**src/rtl/cwa_pkg.sv**
```systemverilog
package cwa_pkg;
  localparam int WAYS   = 4;
  localparam int WAY_W  = 2;
  localparam int TREE_W = WAYS - 1;

  typedef logic [WAYS-1:0]   waymask_t;
  typedef logic [WAY_W-1:0]  wayidx_t;
  typedef logic [TREE_W-1:0] tree_t;

  typedef struct packed {
    logic    hit;
    logic    allocate;
    logic    bypass;
    logic    no_alloc;
    wayidx_t way;
    logic    touch;
  } decision_t;

  // way the tree currently names as least recently used
  function automatic wayidx_t tree_target(tree_t t);
    if (t[0]) return t[2] ? wayidx_t'(3) : wayidx_t'(2);
    else      return t[1] ? wayidx_t'(1) : wayidx_t'(0);
  endfunction

  // make way w most recently used: bits point away from it
  function automatic tree_t tree_touch(tree_t t, wayidx_t w);
    tree_t n;
    n = t;
    if (w[1] == 1'b0) begin
      n[0] = 1'b1;
      n[1] = ~w[0];
    end else begin
      n[0] = 1'b0;
      n[2] = ~w[0];
    end
    return n;
  endfunction

  function automatic wayidx_t lowest_set(waymask_t m);
    wayidx_t r;
    r = '0;
    for (int i = WAYS - 1; i >= 0; i--) begin
      if (m[i]) r = wayidx_t'(i);
    end
    return r;
  endfunction
endpackage

```
**src/rtl/cwa_tree_store.sv**
```systemverilog
module cwa_tree_store
  import cwa_pkg::*;
#(
  parameter int SET_W = 6
) (
  input  logic             clk,
  input  logic             rst,
  input  logic [SET_W-1:0] rd_set,
  output tree_t            rd_tree,
  input  logic             wr_en,
  input  logic [SET_W-1:0] wr_set,
  input  tree_t            wr_tree
);
  localparam int SETS = 1 << SET_W;

  tree_t mem [SETS];

  always_ff @(posedge clk) begin
    if (rst) begin
      for (int i = 0; i < SETS; i++) mem[i] <= '0;
    end else if (wr_en) begin
      mem[wr_set] <= wr_tree;
    end
  end

  assign rd_tree = mem[rd_set];

  // a write changes only the addressed entry
  a_r10_write_lands: assert property (@(posedge clk) disable iff (rst)
    wr_en |=> (mem[$past(wr_set)] == $past(wr_tree)));
endmodule

```
**src/rtl/cwa_victim_pick.sv**
```systemverilog
module cwa_victim_pick
  import cwa_pkg::*;
(
  input  tree_t    tree,
  input  waymask_t way_valid,
  input  waymask_t lock_mask,
  output logic     has_free,
  output wayidx_t  victim
);
  waymask_t open_m;
  waymask_t empty_m;
  wayidx_t  target;

  for (genvar g = 0; g < WAYS; g++) begin : g_way
    assign open_m[g]  = ~lock_mask[g];
    assign empty_m[g] = ~lock_mask[g] & ~way_valid[g];
  end

  assign target   = tree_target(tree);
  assign has_free = |open_m;

  always_comb begin
    if (|empty_m)          victim = lowest_set(empty_m);
    else if (open_m[target]) victim = target;
    else                   victim = lowest_set(open_m);
  end

  // whenever a free way exists, the pick is unlocked
  always_comb begin
    if (has_free) a_r3_pick_unlocked: assert (!lock_mask[victim]);
  end
endmodule

```
**src/rtl/cwa_decide.sv**
```systemverilog
module cwa_decide
  import cwa_pkg::*;
(
  input  logic      is_fetch,
  input  logic      fetch_only,
  input  waymask_t  hit_way,
  input  logic      has_free,
  input  wayidx_t   pick,
  output decision_t dec
);
  logic    is_hit;
  logic    blocked;
  wayidx_t hit_idx;

  assign is_hit  = |hit_way;
  assign blocked = fetch_only & ~is_fetch;
  assign hit_idx = lowest_set(hit_way);

  always_comb begin
    dec = '0;
    dec.hit = is_hit;
    if (blocked) begin
      dec.bypass = 1'b1;
      dec.way    = is_hit ? hit_idx : '0;
    end else if (is_hit) begin
      dec.way   = hit_idx;
      dec.touch = 1'b1;
    end else if (has_free) begin
      dec.allocate = 1'b1;
      dec.way      = pick;
      dec.touch    = 1'b1;
    end else begin
      dec.no_alloc = 1'b1;
      dec.bypass   = 1'b1;
    end
  end
endmodule

```
**src/rtl/cache_way_alloc.sv**
```systemverilog
module cache_way_alloc
  import cwa_pkg::*;
#(
  parameter int SET_W = 6
) (
  input  logic             clk,
  input  logic             rst,
  input  logic             req_valid,
  input  logic [SET_W-1:0] req_set,
  input  logic             req_is_fetch,
  input  logic [3:0]       hit_way,
  input  logic [3:0]       way_valid,
  input  logic [3:0]       lock_mask,
  input  logic             fetch_only,
  output logic             dec_valid,
  output logic             dec_hit,
  output logic             dec_allocate,
  output logic             dec_bypass,
  output logic             dec_no_alloc,
  output logic [1:0]       victim_way
);
  tree_t     cur_tree;
  logic      has_free;
  wayidx_t   pick;
  decision_t dec;

  cwa_tree_store #(.SET_W(SET_W)) u_store (
    .clk     (clk),
    .rst     (rst),
    .rd_set  (req_set),
    .rd_tree (cur_tree),
    .wr_en   (req_valid & dec.touch),
    .wr_set  (req_set),
    .wr_tree (tree_touch(cur_tree, dec.way))
  );

  cwa_victim_pick u_pick (
    .tree      (cur_tree),
    .way_valid (way_valid),
    .lock_mask (lock_mask),
    .has_free  (has_free),
    .victim    (pick)
  );

  cwa_decide u_decide (
    .is_fetch   (req_is_fetch),
    .fetch_only (fetch_only),
    .hit_way    (hit_way),
    .has_free   (has_free),
    .pick       (pick),
    .dec        (dec)
  );

  always_ff @(posedge clk) begin
    if (rst) begin
      dec_valid    <= 1'b0;
      dec_hit      <= 1'b0;
      dec_allocate <= 1'b0;
      dec_bypass   <= 1'b0;
      dec_no_alloc <= 1'b0;
      victim_way   <= '0;
    end else begin
      dec_valid <= req_valid;
      if (req_valid) begin
        dec_hit      <= dec.hit;
        dec_allocate <= dec.allocate;
        dec_bypass   <= dec.bypass;
        dec_no_alloc <= dec.no_alloc;
        victim_way   <= dec.way;
      end
    end
  end

  // one-cycle decision latency
  a_r1_latency: assert property (@(posedge clk) disable iff (rst)
    req_valid |=> dec_valid);
  a_r1_idle: assert property (@(posedge clk) disable iff (rst)
    !req_valid |=> !dec_valid);
  // outcomes are exclusive
  a_r2_exclusive: assert property (@(posedge clk) disable iff (rst)
    dec_valid |-> !(dec_allocate && (dec_bypass || dec_hit)));
  // allocation never lands in a way locked at request time
  a_r3_no_locked_fill: assert property (@(posedge clk) disable iff (rst)
    (dec_valid && dec_allocate) |-> ((($past(lock_mask) >> victim_way) & 4'b0001) == 4'b0000));
  // an empty unlocked way is taken before a valid one
  a_r4_empty_first: assert property (@(posedge clk) disable iff (rst)
    (dec_valid && dec_allocate && $past(|(~way_valid & ~lock_mask)))
      |-> ((($past(way_valid) >> victim_way) & 4'b0001) == 4'b0000));
  // data traffic in fetch-only mode never allocates
  a_r7_data_bypass: assert property (@(posedge clk) disable iff (rst)
    $past(req_valid && fetch_only && !req_is_fetch) |-> (dec_bypass && !dec_allocate));
  // no-allocate only as a bypass
  a_r8_noalloc_bypass: assert property (@(posedge clk) disable iff (rst)
    dec_no_alloc |-> (dec_bypass && !dec_hit));
  // the tag compare delivers at most one hit way
  a_r2_hit_onehot: assert property (@(posedge clk) disable iff (rst)
    req_valid |-> $onehot0(hit_way));
endmodule

```
**config.mk**
```make
export PLATFORM = sky130hd
export DESIGN_NAME = cache_way_alloc
export DESIGN_NICKNAME = d
export VERILOG_FILES = /design/src/rtl/cwa_pkg.sv /design/src/rtl/cwa_tree_store.sv /design/src/rtl/cwa_victim_pick.sv /design/src/rtl/cwa_decide.sv /design/src/rtl/cache_way_alloc.sv
export SDC_FILE = /design/constraint.sdc
export NUM_CORES = 1
export LEC_CHECK = 0
export ABC_CLOCK_PERIOD_IN_PS = 2900
export BUFFER_PORTS_ARGS = -buffer_cell sky130_fd_sc_hd__buf_4
export CORE_ASPECT_RATIO = 1.2
export CORE_MARGIN = 3
export CORE_UTILIZATION = 40
export CTS_BUF_LIST = sky130_fd_sc_hd__clkbuf_2
export CTS_CLUSTER_DIAMETER = 50
export DETAILED_ROUTE_END_ITERATION = 10
export GPL_TIMING_DRIVEN = 0
export REMOVE_ABC_BUFFERS = 1
export SETUP_SLACK_MARGIN = 0.5
export SLEW_MARGIN = 20
export SYNTH_ARGS = -nofsm -noshare
export SYNTH_HDL_FRONTEND = slang
export SYNTH_SLANG_ARGS = --single-unit
```
**constraint.sdc**
```tcl
create_clock -name clk -period 2.9 [get_ports clk]
set_input_delay 0 -clock clk [delete_from_list [all_inputs] [get_ports clk]]
set_output_delay 0 -clock clk [all_outputs]
set_load 0.02 [all_outputs]
```
==> impl_metrics.ini, run 1 <==
[outcome]
outcome = finished, violations left
violations = negative setup slack

[critical_path]
path_buf_inv = 4
cpLargestDelayFamily = compound AO/OA/AOI/OAI gates
critical_path_class = register to register
cpMostUsedCell = buf_12
r2r_start = u_store.mem[20][2]
r2r_slack_ns = -0.56
start_kind = register
r2r_end = u_store.mem[0][2]
crit_required_ns = 3.41
path_cells = mux4_2, a221oi_4, o2111ai_2, or2_1, o2111a_2, or2_4, buf_12, a31oi_4, clkbuf_16, buf_12, buf_8, nor2_1
worstRegToRegCells = 12
arrival_ns = 3.97
crit_path_max_incr_delay_ns = 0.53
crit_fanout = 7
critPathCaptureType = register
cp_slowest_cell = mux4_2

[yosys]
synthCells = 803
synth_flop_cell = edfxtp_1
syn_area_um2 = 9710
synth_seq_cells = 199
synth_edf_count = 192
ys_types = 43
synth_compound_area_share_pct = 4.86
syn_area_per_cell_um2 = 12.1
ys_seq_area_share_pct = 60.8
synth_xor_area_share_pct = 0
synth.area.top_cells = edfxtp_1 (59%), nor2_1 (6.0%), mux2i_1 (5.5%)
synthMuxAreaShare_pct = 10.6
yosys.area.top_type = edfxtp_1
synth-simple-area-share_pct = 20.6
ys.warnings.count = 0
synth_top_family_by_area = simple AND/OR/NAND/NOR gates
synthAdderAreaFrac_pct = 0
async_flop_share_pct = 0
synth_commonest_cells = edfxtp_1 (192), nor2_1 (155), nand2_1 (75)
synth.top_cell.area_share_pct = 59.4
yosysMostFrequentCell = edfxtp_1

[floorplan]
chipHeight_um = 177
initial_core_util_pct = 41.3
pin_count = 30
rows = 61
dieWidth_um = 148
die-area_um2 = 26200
core-area_um2 = 23500

[worst_hold_path]
whs_path_depth = 4
holdPathEnd = dec_no_alloc
hp-start = req_valid
hp-class = primary input to register

[detailed_routing]
dr_total_vias = 6819
routed_wl_mm = 26.8
ant_nets = 0
viasPerCell = 5.58
drt_iter0_markers = 727
wire_per_inst_um = 21.9
firstDrtPassIters = 6
drc = 0

[cts]
cts_num_sinks = 199
clkTransAtPathRegs_ns = 0.30
cts-root-buf = clkbuf_2
clock_latency_ns = 0.78
h-tree-depth = 4
cts_buffer_depth = 2
cts_tree = done
cts_buffers = 17

[sta]
finClkSkew_ns = 0.0609
setup_slack_ns = -0.559
tns_ns = -70.81
max_slew_margin_pct = 33.5
final-hold-violation-count = 0
min_period_over_period_pct = 119
finalSetupViolations = 173
max_clock_freq_mhz = 289
fin_hold_ws_ns = 0.110
worst_pin_slew_ns = 0.998
period_needed_ns = 3.46
slew_viol_final = 0
rsz0062_at_grt = yes

[grt]
grtUsageTotal_pct = 20.5
antenna_found_initial = 1
grt-ovfl-total = 0
grt_pass1_wl_mm = 39.9
grt_pass1_vias = 6751
grt_max_degree = 77

[placement]
gp_congestion = 0.766
place_hpwl_mm = 14.9
placed_cell_area_um2 = 10400
port-buffer-count = 29
place_inst = 1107

[job]
maxCapViolCount = 0

[final_layout]
final_core_util_pct = 52.5
layout.nets = 915
fin_cells = 1221
area_growth_syn_to_layout_pct = 27.3
final_area_um2 = 12400
drive_gt1_share_pct = 37.0

[power_and_ir_drop]
leakage_uw = 0.00436
peakVddDrop_mv = 0.275
p_per_area_nw_per_um2 = 464
==> flip-flops by register name, summed over array words and instances (netlist names) <==
register      flops
dec_bypass        1
dec_hit           1
dec_valid         1
dec_allocate      1
victim_way        2
dec_no_alloc      1
u_store.mem     192
==> power breakdown <==
| group | switching [uW] | leakage (uW) | internal [uW] |
|---|---|---|---|
| combinational | 609 | 0.00217 | 522 |
| sequential | 30.4 | 0.00206 | 3240 |
| clock | 995 | 0.000135 | 339 |
==> layout by cell type, fill, tap and decap left out, types with 4 or more instances in the layout <==
cell	n
edfxtp_1	192
nor2_2	105
nand2_1	75
nand2b_1	68
nor2_4	58
mux2i_1	53
nor2_1	52
buf_4	44
dlygate4sd3_1	33
a22oi_1	26
mux4_2	22
nand3_1	20
clkbuf_2	18
buf_16	17
buf_12	14
buf_6	12
nor3_2	7
dfxtp_1	7
inv_6	6
nand3_2	4
==> what timing repair did <==
action | in CTS | in global routing
hold buffers | 34 | 0
gates cloned | 15 | 0
setup endpoints to repair | 194 | 371
pin swaps | 14 | 15
gates resized for setup | 99 | 121
buffers inserted | 24 | 8
endpoints found under the hold margin | 197 | 0
==> worst reg2reg max path: stages (launching register included) <==
cell	delay, ns
edfxtp_1	0.45
mux4_2	0.53
a221oi_4	0.35
o2111ai_2	0.21
or2_1	0.28
o2111a_2	0.27
or2_4	0.25
buf_12	0.13
a31oi_4	0.20
clkbuf_16	0.18
buf_12	0.16
buf_8	0.15
nor2_1	0.04
==> area by class of cell <==
type,instances,area [um2]
clock inverters,14,141
inverters,3,11.3
flip-flops and latches,199,5910
fillers,1969,11200
multi-input cells,548,4200
repair buffers,123,1610
diodes,1,2.50
well taps,315,394
clock buffers,18,90.1
==> layer usage <==
metal / GRT usage (%) / wire length (um)
met2: 35.9 / 13900
met3: 2.69 / 1630
met5: 0 / 0
met1: 26.4 / 10400
met4: 6.82 / 858
==> how the worst max path moves through the flow <==
stage                     slack (ns)                  to                from  cells after the start
after floorplan                -1.75   u_store.mem[0][2]  u_store.mem[23][2]                      8
after global placement         -5.08   u_store.mem[0][2]          req_set[4]                      9
after detailed placement       -1.90  u_store.mem[28][2]          req_set[0]                     14
after CTS                      -0.59   u_store.mem[8][1]  u_store.mem[20][0]                     13
after global routing           -0.63   u_store.mem[2][2]  u_store.mem[20][2]                     12
final                          -0.56   u_store.mem[0][2]  u_store.mem[20][2]                     12
==> metrics by stage <==
stage | setup slack [ns] | power, uW
final | -0.559 | 5730
after global routing | -0.634 | 5900
after CTS | -0.593 | 5680
after detailed placement | -1.90 | 4060
after global placement | -5.08 | 3930
after floorplan | -1.75 | 3680
==> logic make-up after synthesis <==
group                  count (synthesis)
DFF                                  199
buffers and inverters                 58
AOI/OAI and AO/OA                     56
and+or+nand+nor                      415
muxes                                 75
No activity file was read; power rests on OpenSTA's default activity.
==> inputs of run 2 (changes only) <==
--- a/config.mk
+++ b/config.mk
@@ -16,6 +16,7 @@
 export GPL_TIMING_DRIVEN = 0
 export REMOVE_ABC_BUFFERS = 1
 export SETUP_SLACK_MARGIN = 0.5
+export SKIP_LAST_GASP = 1
 export SLEW_MARGIN = 20
 export SYNTH_ARGS = -nofsm -noshare
 export SYNTH_HDL_FRONTEND = slang
==> impl_metrics.ini, run 2 (synthesis results as in run 1) <==
[cts]
cts-root-buf = clkbuf_2
cts_buffer_depth = 2
cts_buffers = 17
cts_tree = done
cts_num_sinks = 199
clock_latency_ns = 0.80
h-tree-depth = 4
clkTransAtPathRegs_ns = 0.30

[final_layout]
mostFrequentLayoutCell = edfxtp_1
drive_gt1_share_pct = 39.0
final_area_um2 = 12800
area_growth_syn_to_layout_pct = 31.6
largestRegisters = u_store.mem: 192 flops, victim_way: 2 flops
top_register = u_store.mem
layout_common_cells = edfxtp_1 (192), nor2_4 (102), nand2_1 (75)
largest_reg_flops = 192
layout.nets = 928

[detailed_routing]
routed_wl_mm = 27.7
viasPerCell = 5.66
drt_iter0_markers = 746
firstDrtPassIters = 6
ant_nets = 0
wire_per_inst_um = 22.4
drc = 0
dr_total_vias = 6985

[power_and_ir_drop]
p_per_area_nw_per_um2 = 455
peakVddDrop_mv = 0.284
leakage_uw = 0.00447

[grt]
antenna_found_initial = 1
grt-ovfl-total = 0
grtUsageTotal_pct = 20.5
grt_pass1_vias = 6798
grt_pass1_wl_mm = 40.0
grt_max_degree = 77

[sta]
slew_viol_final = 0
min_period_over_period_pct = 120
finalSetupViolations = 174
worst_pin_slew_ns = 0.994
finClkSkew_ns = 0.0670
final-hold-violation-count = 0
setup_slack_ns = -0.579
max_slew_margin_pct = 33.7
max_clock_freq_mhz = 287
rsz0062_at_grt = yes
period_needed_ns = 3.48
tns_ns = -80.41

[floorplan]
initial_core_util_pct = 41.3
core-area_um2 = 23500
chipHeight_um = 177
dieWidth_um = 148
rows = 61
pin_count = 30
die-area_um2 = 26200

[critical_path]
arrival_ns = 4.01
start_kind = register
crit_fanout = 7
critical_path_class = register to register
critPathCaptureType = register
crit_required_ns = 3.43

[placement]
gp_congestion = 0.766
place_hpwl_mm = 14.9
post-place-ws_ns = -1.90
port-buffer-count = 29
placed_cell_area_um2 = 10400

[outcome]
outcome = finished, violations left
violations = negative setup slack

[worst_hold_path]
hp-class = primary input to register

[job]
maxCapViolCount = 0
-- run 2: changes by cell type in the layout (fill, tap and decap cells not counted), sizes merged --
cell | previous run | this run
clkbuf | 20 | 22
dlygate4sd3 | 33 | 32
buf | 88 | 100
-- run 2: stage by stage --
stage,utilization (%),instances,total power (uW),hold WS (ns)
floorplan,-,748,3680,0.0691
global placement,42.6,1092,3930,0.293
detailed placement,44.0,1107,4060,0.294
CTS,50.4,1211,5670,0.00506
global route,54.3,1234,5970,0.0655
finish,54.3,1234,5810,0.0768
-- run 2: area by class of cell --
| cell class | count | area (um2) |
|---|---|---|
| clock buffer | 18 | 90.1 |
| clock inverter | 14 | 141 |
| multi-input combinational | 548 | 4440 |
| tap | 315 | 394 |
| sequential | 199 | 5910 |
| fill | 1931 | 10700 |
| timing repair buffer | 136 | 1780 |
| antenna | 1 | 2.50 |
| inverter | 3 | 11.3 |
-- run 2: final timing paths --
| path | from | endpoint | slack (ns) | cells past startpoint |
|---|---|---|---|---|
| max | u_store.mem[20][2] | u_store.mem[0][2] | -0.58 | 12 |
| min | req_valid | dec_no_alloc | 0.08 | 4 |
| max reg2reg | u_store.mem[20][2] | u_store.mem[0][2] | -0.58 | 12 |
| min reg2reg | dec_allocate | dec_allocate | 0.50 | 2 |
-- run 2: routing by layer --
metal / routed length [um] / global-route usage, % / vias to the layer above
li1: - / - / 3109
met1: 10500 / 26.0 / 3508
met2: 14500 / 36.2 / 314
met3: 1730 / 3.30 / 54
met4: 953 / 6.51 / 0
met5: 0 / 0 / -
-- run 2: timing repair --
action | in CTS | in global routing
gates resized for setup | 97 | 179
hold buffers | 33 | 0
setup endpoints to repair | 194 | 371
pin swaps | 14 | 22
buffers inserted | 24 | 20
endpoints found under the hold margin | 198 | 0
cloned | 15 | 2
-- run 2: critical path: stages, from the launching register on --
cell       delay (ns)
edfxtp_1         0.45
mux4_2           0.54
a221oi_4         0.36
o2111ai_2        0.21
or2_1            0.27
o2111a_2         0.27
or2_4            0.25
buf_12           0.13
a31oi_4          0.20
clkbuf_16        0.18
buf_12           0.16
buf_8            0.15
nor2_1           0.04
-- run 2: power breakdown --
part	switching (uW)	total, uW	internal (uW)
combinational	654	1200	547
sequential	30.7	3270	3240
clock	1010	1350	340
